## src/rtl/fpx_pkg.sv

```systemverilog
package fpx_pkg;
   // cause vector positions
   localparam int CAUSE_W     = 13;
   localparam int C_SNAN      = 0;
   localparam int C_QNAN      = 1;
   localparam int C_INF_SUB   = 2;
   localparam int C_INF_DIV   = 3;
   localparam int C_ZERO_DIV0 = 4;
   localparam int C_INF_MUL0  = 5;
   localparam int C_CONV      = 6;
   localparam int C_CMP       = 7;
   localparam int C_SQRT      = 8;
   localparam int C_OVF       = 9;
   localparam int C_UNF       = 10;
   localparam int C_DZ        = 11;
   localparam int C_INEXACT   = 12;
   localparam int N_INVALID   = 9;

   // flag vector positions (register bit = FLAG_LSB + index)
   localparam int FLAG_N   = 8;
   localparam int EN_BIT   = 0;
   localparam int FLAG_LSB = 1;
   localparam int F_INV    = 0;
   localparam int F_SNAN   = 1;
   localparam int F_QNAN   = 2;
   localparam int F_OVF    = 3;
   localparam int F_UNF    = 4;
   localparam int F_INF    = 5;
   localparam int F_DZ     = 6;
   localparam int F_IX     = 7;
   localparam int USED_W   = FLAG_LSB + FLAG_N;

   typedef logic [FLAG_N-1:0]  flag_vec_t;
   typedef logic [CAUSE_W-1:0] cause_vec_t;
endpackage

```

## src/rtl/fpx_cause_decode.sv

```systemverilog
module fpx_cause_decode
   import fpx_pkg::*;
(
   input  cause_vec_t cause,
   output flag_vec_t  flags
);
   logic any_invalid;

   always_comb begin
      any_invalid = 1'b0;
      for (int i = 0; i < N_INVALID; i++) begin
         any_invalid = any_invalid | cause[i];
      end
   end

   always_comb begin
      flags         = '0;
      flags[F_INV]  = any_invalid;
      flags[F_SNAN] = cause[C_SNAN];
      flags[F_QNAN] = cause[C_QNAN];
      flags[F_OVF]  = cause[C_OVF];
      flags[F_UNF]  = cause[C_UNF];
      flags[F_INF]  = cause[C_INF_SUB] | cause[C_INF_DIV];
      flags[F_DZ]   = cause[C_DZ];
      flags[F_IX]   = cause[C_INEXACT];
   end
endmodule

```

## src/rtl/fpx_flag_store.sv

```systemverilog
module fpx_flag_store
   import fpx_pkg::*;
#(
   parameter int REG_W = 12
)(
   input  logic             clk,
   input  logic             rst_n,
   input  logic             sw_wr,
   input  logic [REG_W-1:0] sw_wdata,
   input  logic             upd_valid,
   input  flag_vec_t        upd_flags,
   output logic [REG_W-1:0] csr_q,
   output logic             upd_hit
);
   logic      en_q;
   logic      en_base;
   logic      gate;
   flag_vec_t flag_q;
   flag_vec_t flag_base;
   flag_vec_t flag_d;

   assign en_base = sw_wr ? sw_wdata[EN_BIT] : en_q;
   assign gate    = upd_valid & en_base;

   for (genvar g = 0; g < FLAG_N; g++) begin : g_flag
      assign flag_base[g] = sw_wr ? sw_wdata[FLAG_LSB+g] : flag_q[g];
      assign flag_d[g]    = flag_base[g] | (gate & upd_flags[g]);
   end

   always_ff @(posedge clk or negedge rst_n) begin
      if (!rst_n) begin
         en_q   <= 1'b0;
         flag_q <= '0;
      end else begin
         en_q   <= en_base;
         flag_q <= flag_d;
      end
   end

   assign upd_hit = gate & (|flag_d);

   if (REG_W > USED_W) begin : g_pad
      logic unused_hi;
      assign unused_hi = ^sw_wdata[REG_W-1:USED_W];
      assign csr_q     = {{(REG_W-USED_W){1'b0}}, flag_q, en_q};
   end else begin : g_exact
      assign csr_q = {flag_q, en_q};
   end
endmodule

```

## src/rtl/fpx_req_pulse.sv

```systemverilog
module fpx_req_pulse (
   input  logic clk,
   input  logic rst_n,
   input  logic hit,
   output logic req
);
   always_ff @(posedge clk or negedge rst_n) begin
      if (!rst_n) req <= 1'b0;
      else        req <= hit;
   end
endmodule

```

## src/rtl/fpx_flag_accum.sv

```systemverilog
module fpx_flag_accum
   import fpx_pkg::*;
#(
   parameter int REG_W = 12
)(
   input  logic               clk,
   input  logic               rst_n,
   input  logic               fpu_st_valid,
   input  logic [CAUSE_W-1:0] fpu_st_cause,
   input  logic               csr_wr,
   input  logic [REG_W-1:0]   csr_wdata,
   output logic [REG_W-1:0]   csr_q,
   output logic               fpe_req
);
   if (REG_W < USED_W) begin : g_bad_width
      $error("fpx_flag_accum: REG_W must hold the enable bit and eight flags");
   end

   flag_vec_t dec_flags;
   logic      hit;

   fpx_cause_decode u_dec (
      .cause (fpu_st_cause),
      .flags (dec_flags)
   );

   fpx_flag_store #(.REG_W(REG_W)) u_store (
      .clk       (clk),
      .rst_n     (rst_n),
      .sw_wr     (csr_wr),
      .sw_wdata  (csr_wdata),
      .upd_valid (fpu_st_valid),
      .upd_flags (dec_flags),
      .csr_q     (csr_q),
      .upd_hit   (hit)
   );

   fpx_req_pulse u_req (
      .clk   (clk),
      .rst_n (rst_n),
      .hit   (hit),
      .req   (fpe_req)
   );
endmodule

```

## config.mk

```make
export PLATFORM = sky130hd
export DESIGN_NAME = fpx_flag_accum
export DESIGN_NICKNAME = d
export VERILOG_FILES = /design/src/rtl/fpx_pkg.sv /design/src/rtl/fpx_cause_decode.sv /design/src/rtl/fpx_flag_store.sv /design/src/rtl/fpx_req_pulse.sv /design/src/rtl/fpx_flag_accum.sv
export SDC_FILE = /design/constraint.sdc
export NUM_CORES = 1
export LEC_CHECK = 0
export ABC_AREA = 1
export BUFFER_PORTS_ARGS = -buffer_cell sky130_fd_sc_hd__buf_2
export CAP_MARGIN = 15
export CORE_MARGIN = 8
export CORE_UTILIZATION = 42
export DETAILED_ROUTE_END_ITERATION = 8
export PLACE_DENSITY = 0.93
export SETUP_SLACK_MARGIN = 0.2
export SLEW_MARGIN = 15
export SYNTH_ARGS = -nofsm -noshare
export SYNTH_HDL_FRONTEND = slang
export SYNTH_SLANG_ARGS = --single-unit
export TNS_END_PERCENT = 10
```

## constraint.sdc

```tcl
create_clock -name clk -period 2.83 [get_ports clk]
set_clock_uncertainty 0.1 [all_clocks]
set_input_delay 0.1415 -clock clk [delete_from_list [all_inputs] [get_ports clk]]
set_output_delay 0.1415 -clock clk [all_outputs]
set_load 0.02 [all_outputs]
```

# [After elaboration in Yosys (flattened, before gate mapping)]
# Index checks and enable logic that the tools add are counted.
[classes] n_reduce_logical=1 mux=9 bitwise=27
[ops] op="$or 1x1->1" n=17
[ops] op="$and 1x1->1" n=10
[ops] op="$mux 1" n=9
[ops] op="$reduce_or 8->1" n=1
[totals] out_inout_bits=13 regBits=10 word_cells=40 in_bits=29

# [Logic depth before layout (Yosys ltp)]
[logic_depth] word_depth=12 ltp_mapped=10 depth_no_buf=9

# [Cells and area by module]
# Synthesis repeated with hierarchy kept, for this count alone.
[hier_totals] cells_unflattened=75 area_unflattened_um2=620.6
[modules_own_cells] mod="fpx_flag_store" instances=1 area_each_um2=508.0 cells_each=60 seq_area_each_um2=225.2
[modules_own_cells] mod="fpx_cause_decode" instances=1 area_each_um2=87.6 cells_each=14 seq_area_each_um2=0.0
[modules_own_cells] mod="fpx_req_pulse" instances=1 area_each_um2=25.0 cells_each=1 seq_area_each_um2=25.0

# [Least setup slack after synthesis]
# OpenSTA, ideal clock, no wires.
[synth_timing] path_type="reg2reg" from="register u_store.flag_q[0]" to="register u_req.req" path_slack_ns=1.555 path_buffers=0 path_stages_with_launch=8 t_arrival_ns=1.060 required_time_ns=2.615 synth_period_minus_slack_ns=1.275 setup_time_ns=0.115 path_cell_list="dfrtp_1 > or2_0 > o21ai_1 > nand2_1 > nor2_2 > nand3_1 > nor2_1 > nor2_1"
[synth_via] elab_chain_cells=4
[synth_lines] item="start, declared" line="fpx_flag_store.sv:18" source="flag_vec_t flag_q;"
[synth_lines] item="start signal, assigned" line="fpx_flag_store.sv:36" source="flag_q <= flag_d;"
[synth_lines] item="$mux 1" line="fpx_flag_store.sv:26" source="assign flag_base[g] = sw_wr ? sw_wdata[FLAG_LSB+g] : flag_q[g];"
[synth_lines] item="$or 1x1->1" line="fpx_flag_store.sv:27" source="assign flag_d[g] = flag_base[g] | (gate & upd_flags[g]);"
[synth_lines] item="$reduce_or 8->1" line="fpx_flag_store.sv:40" source="assign upd_hit = gate & (|flag_d);"
[synth_lines] item="$and 1x1->1" line="fpx_flag_store.sv:40"
[synth_lines] item="via hit" line="fpx_flag_accum.sv:20" source="logic hit;"
[synth_lines] item="end signal, assigned" line="fpx_req_pulse.sv:9" source="else req <= hit;"
[synth_lines] item="end, declared" line="fpx_req_pulse.sv:5" source="output logic req"
# The timed path passes the listed nets, and every way through them passes these cells.

# [Final worst setup path]
[layout_timing] from="register u_store.en_q" to="register u_req.req"
[layout_via] elab_chain_cells=6 elab_cells_between_ends=20 cone_classes="mux (1); bitwise (18); reduce/logical (1)"
[layout_lines] item="start, declared" line="fpx_flag_store.sv:15" source="logic en_q;"
[layout_lines] item="start signal, assigned" line="fpx_flag_store.sv:35" source="en_q <= en_base;"
[layout_lines] item="$mux 1" line="fpx_flag_store.sv:22" source="assign en_base = sw_wr ? sw_wdata[EN_BIT] : en_q;"
[layout_lines] item="via u_store.en_base" line="fpx_flag_store.sv:16" source="logic en_base;"
[layout_lines] item="$and 1x1->1" line="fpx_flag_store.sv:23" source="assign gate = upd_valid & en_base;"
[layout_lines] item="$and 1x1->1" line="fpx_flag_store.sv:27"
[layout_lines] item="$or 1x1->1" line="fpx_flag_store.sv:27"
[layout_lines] item="via u_store.flag_d[3]" line="fpx_flag_store.sv:20" source="flag_vec_t flag_d;"
[layout_lines] item="$reduce_or 8->1" line="fpx_flag_store.sv:40"
[layout_lines] item="$and 1x1->1" line="fpx_flag_store.sv:40"
[layout_lines] item="via hit" line="fpx_flag_accum.sv:20"
# The timed path passes the listed nets, and every way through them passes these cells.

==> out/results.ini <==
[pwr]
seqPwrFrac = 0.406
p_int_uw = 278
p_sw_uw = 128
comb_power_share = 0.277
clkPwrFrac = 0.317
leakagePower_uw = 0.000413
powerDensity_nw_per_um2 = 496
peakVddDrop_v = 0.000314
p_sw_frac = 0.315

[timing]
fin_crit_ns = 1.31
timing.final.crit_share = 0.462
final_hold_viol_count = 0
rsz0062_at_grt = no
setup-tns-final_ns = 0
slew_violations = 0
max_freq_ghz = 0.765
holdWs_ns = 0.0208
setup_violations = 0

[critical_path]
r2r-start = u_store.en_q
slowest_delay_ns = 0.44
startpoint = u_store.en_q
cp.depth = 8
slowest_stage = dfrtp_1
cp.required_ns = 2.90
cpLargestDelayFamily = simple AND/OR/NAND/NOR gates
path_cells = nand2_8 -> nand2_8 -> nand3_2 -> nand2_1 -> nor2_1 -> nand3_1 -> nor2_1 -> nor2_1
cp.arrival_ns = 1.37
cp.buffers_inverters = 0
crit_path_start_kind = register
crit_type = register to register
crit_path_max_fanout = 8
rr_worst_depth = 8
reg2reg_to = u_req.req
crit_top_cell = nor2_1
endpoint_kind = register
ff2ff_setup_slack_ns = 1.52
critPathCapture = u_req.req

[synth]
ys_async_sr_fraction = 1.00
seq_area_frac_synth = 0.409
synth_edf_count = 0
yosys.area.top_type = dfrtp_1
ys_ff_latch = 10
synth_top_cell_area_share = 0.409
synth_area_leaders = dfrtp_1 (41%), nor2_1 (10%), o21ai_2 (7.2%), nand2_8 (6.5%), nand2_1 (5.5%)
synthCells = 68
avgSynthCellArea_sq_um = 9.00
synth_area_sq_um = 612
synthFlopType = dfrtp_1
yosysWarnings = 0
ys_types = 20

[placed_design]
placed_cell_area_sq_um = 772
placed_cells = 115
place_congestion = 0.783
port_buffers = 35
hpwl_mm = 1.37

[drt]
drtIter0Drc = 10
ant_nets = 0
drc = 0
dr.pass1.iters = 4
wl_per_cell_um = 13.4
routed_wl_mm = 1.61
via_count = 575
via_per_inst = 4.79

[grt]
grt_pass1_wl_mm = 2.40
track_usage = 0.111
grt_start_max_net_pins = 11
overflow = 0
grt_pass1_vias = 565
antenna_found_initial = 0

[cells_and_area]
final_cell_mix = buf_2 (35), nor2_1 (17), dfrtp_1 (10)
final_common_cell = buf_2
drive_above_1_share = 0.495
fin_cells = 120
diodes = 0
syn_to_final_growth_pct = 33.7
fill_cells = 126
fin_nets = 135
final_area_sq_um = 818

[cts]
cts.repair.resized = 0
clockBufferDepth = 2
clkLatencyLatePin_ns = 0.27
clk_pin_slew_ns = 0.07
cts_buffers = 3
cts_sinks = 10
h-tree-depth = 1
cts_tree = yes
cts_root_buf = clkbuf_4

[die]
die_h_um = 54.2
rows = 13
core_area_sq_um = 1330
die_w_um = 54.2
initial_core_util = 0.459
io_pins = 42
fp.dieArea_sq_um = 2930

[min_path]
hold_class = input port to register

[run_status]
status = completed

[job]
max-cap-violations = 0

synthesized netlist by cell type (2+ instances only):
cell / number
buf_4: 4
dfrtp_1: 10
inv_1: 2
nand2_1: 9
nand2_4: 2
nand2_8: 2
nand3_1: 5
nand3_2: 2
nor2_1: 17
o21ai_2: 5
logic make-up (layout without fill, tap and decap cells):
| family | after synthesis | after routing | synth area share |
|---|---|---|---|
| AOI/OAI and AO/OA | 8 | 8 | 0.104 |
| other | 1 | 3 | 0.00613 |
| buffers and inverters | 8 | 43 | 0.0982 |
| muxes | 1 | 1 | 0.0164 |
| and+or+nand+nor | 40 | 40 | 0.366 |
| DFF | 10 | 10 | 0.409 |
power by group through the flow:
| stage | logic, uW | registers (uW) | clock network [uW] |
|---|---|---|---|
| after global routing | 122 | 166 | 140 |
| final | 112 | 165 | 128 |
| after global placement | 108 | 167 | 0 |
| after CTS | 114 | 165 | 130 |
| after floorplan | 55.2 | 184 | 0 |
| after detailed placement | 113 | 168 | 0 |
worst reg2reg max path, delay by kind of cell, from the launching register on:
kind	cells	cell delay (ns)
DFF	1	0.44
and+or+nand+nor	8	0.67
worst min-delay path by stage:
stage / to / startpoint / cells after the start
floorplan: u_req.req / rst_n / 0
global placement: u_store.flag_q[3] / rst_n / 1
detailed placement: u_store.flag_q[4] / rst_n / 1
CTS: u_store.flag_q[5] / csr_wdata[6] / 3
global route: u_store.flag_q[5] / csr_wdata[6] / 3
finish: u_store.flag_q[5] / csr_wdata[6] / 3
sequential cells by signal, summed over array words and instances (netlist names):
signal,cells
u_req.req,1
u_store.flag_q,8
u_store.en_q,1
routing by layer:
metal  global-route usage  part of all wire  up-vias
li1                     -                 -      287
met1                0.122              0.37      250
met2                0.187              0.47       36
met3               0.0496              0.15        2
met4               0.0369            0.0062        0
met5                    0                 0        -
through the flow:
stage / setup WS, ns / utilization / total power (uW)
3_5_place_dp: 1.47 / 0.579 / 280
4_1_cts: 1.51 / 0.614 / 408
3_3_place_gp: 1.53 / 0.579 / 275
2_1_floorplan: 1.56 / - / 240
5_1_grt: 1.45 / 0.614 / 428
6_report: 1.52 / 0.614 / 406
final cells by class:
cell class,count,area [sq um],share of cell area
Multi-Input combinational cell,52,309,0.378
Timing Repair Buffer,36,185,0.226
Sequential cell,10,250,0.306
Inverter,3,18.8,0.0229
Tap cell,15,18.8,0.0229
Clock buffer,4,36.3,0.0443
timing repair:
action                                 CTS  global route
buffers inserted                         0             0
hold buffers                             1             0
endpoints found under the hold margin   10             0
(Power assumes the default switching activity.)
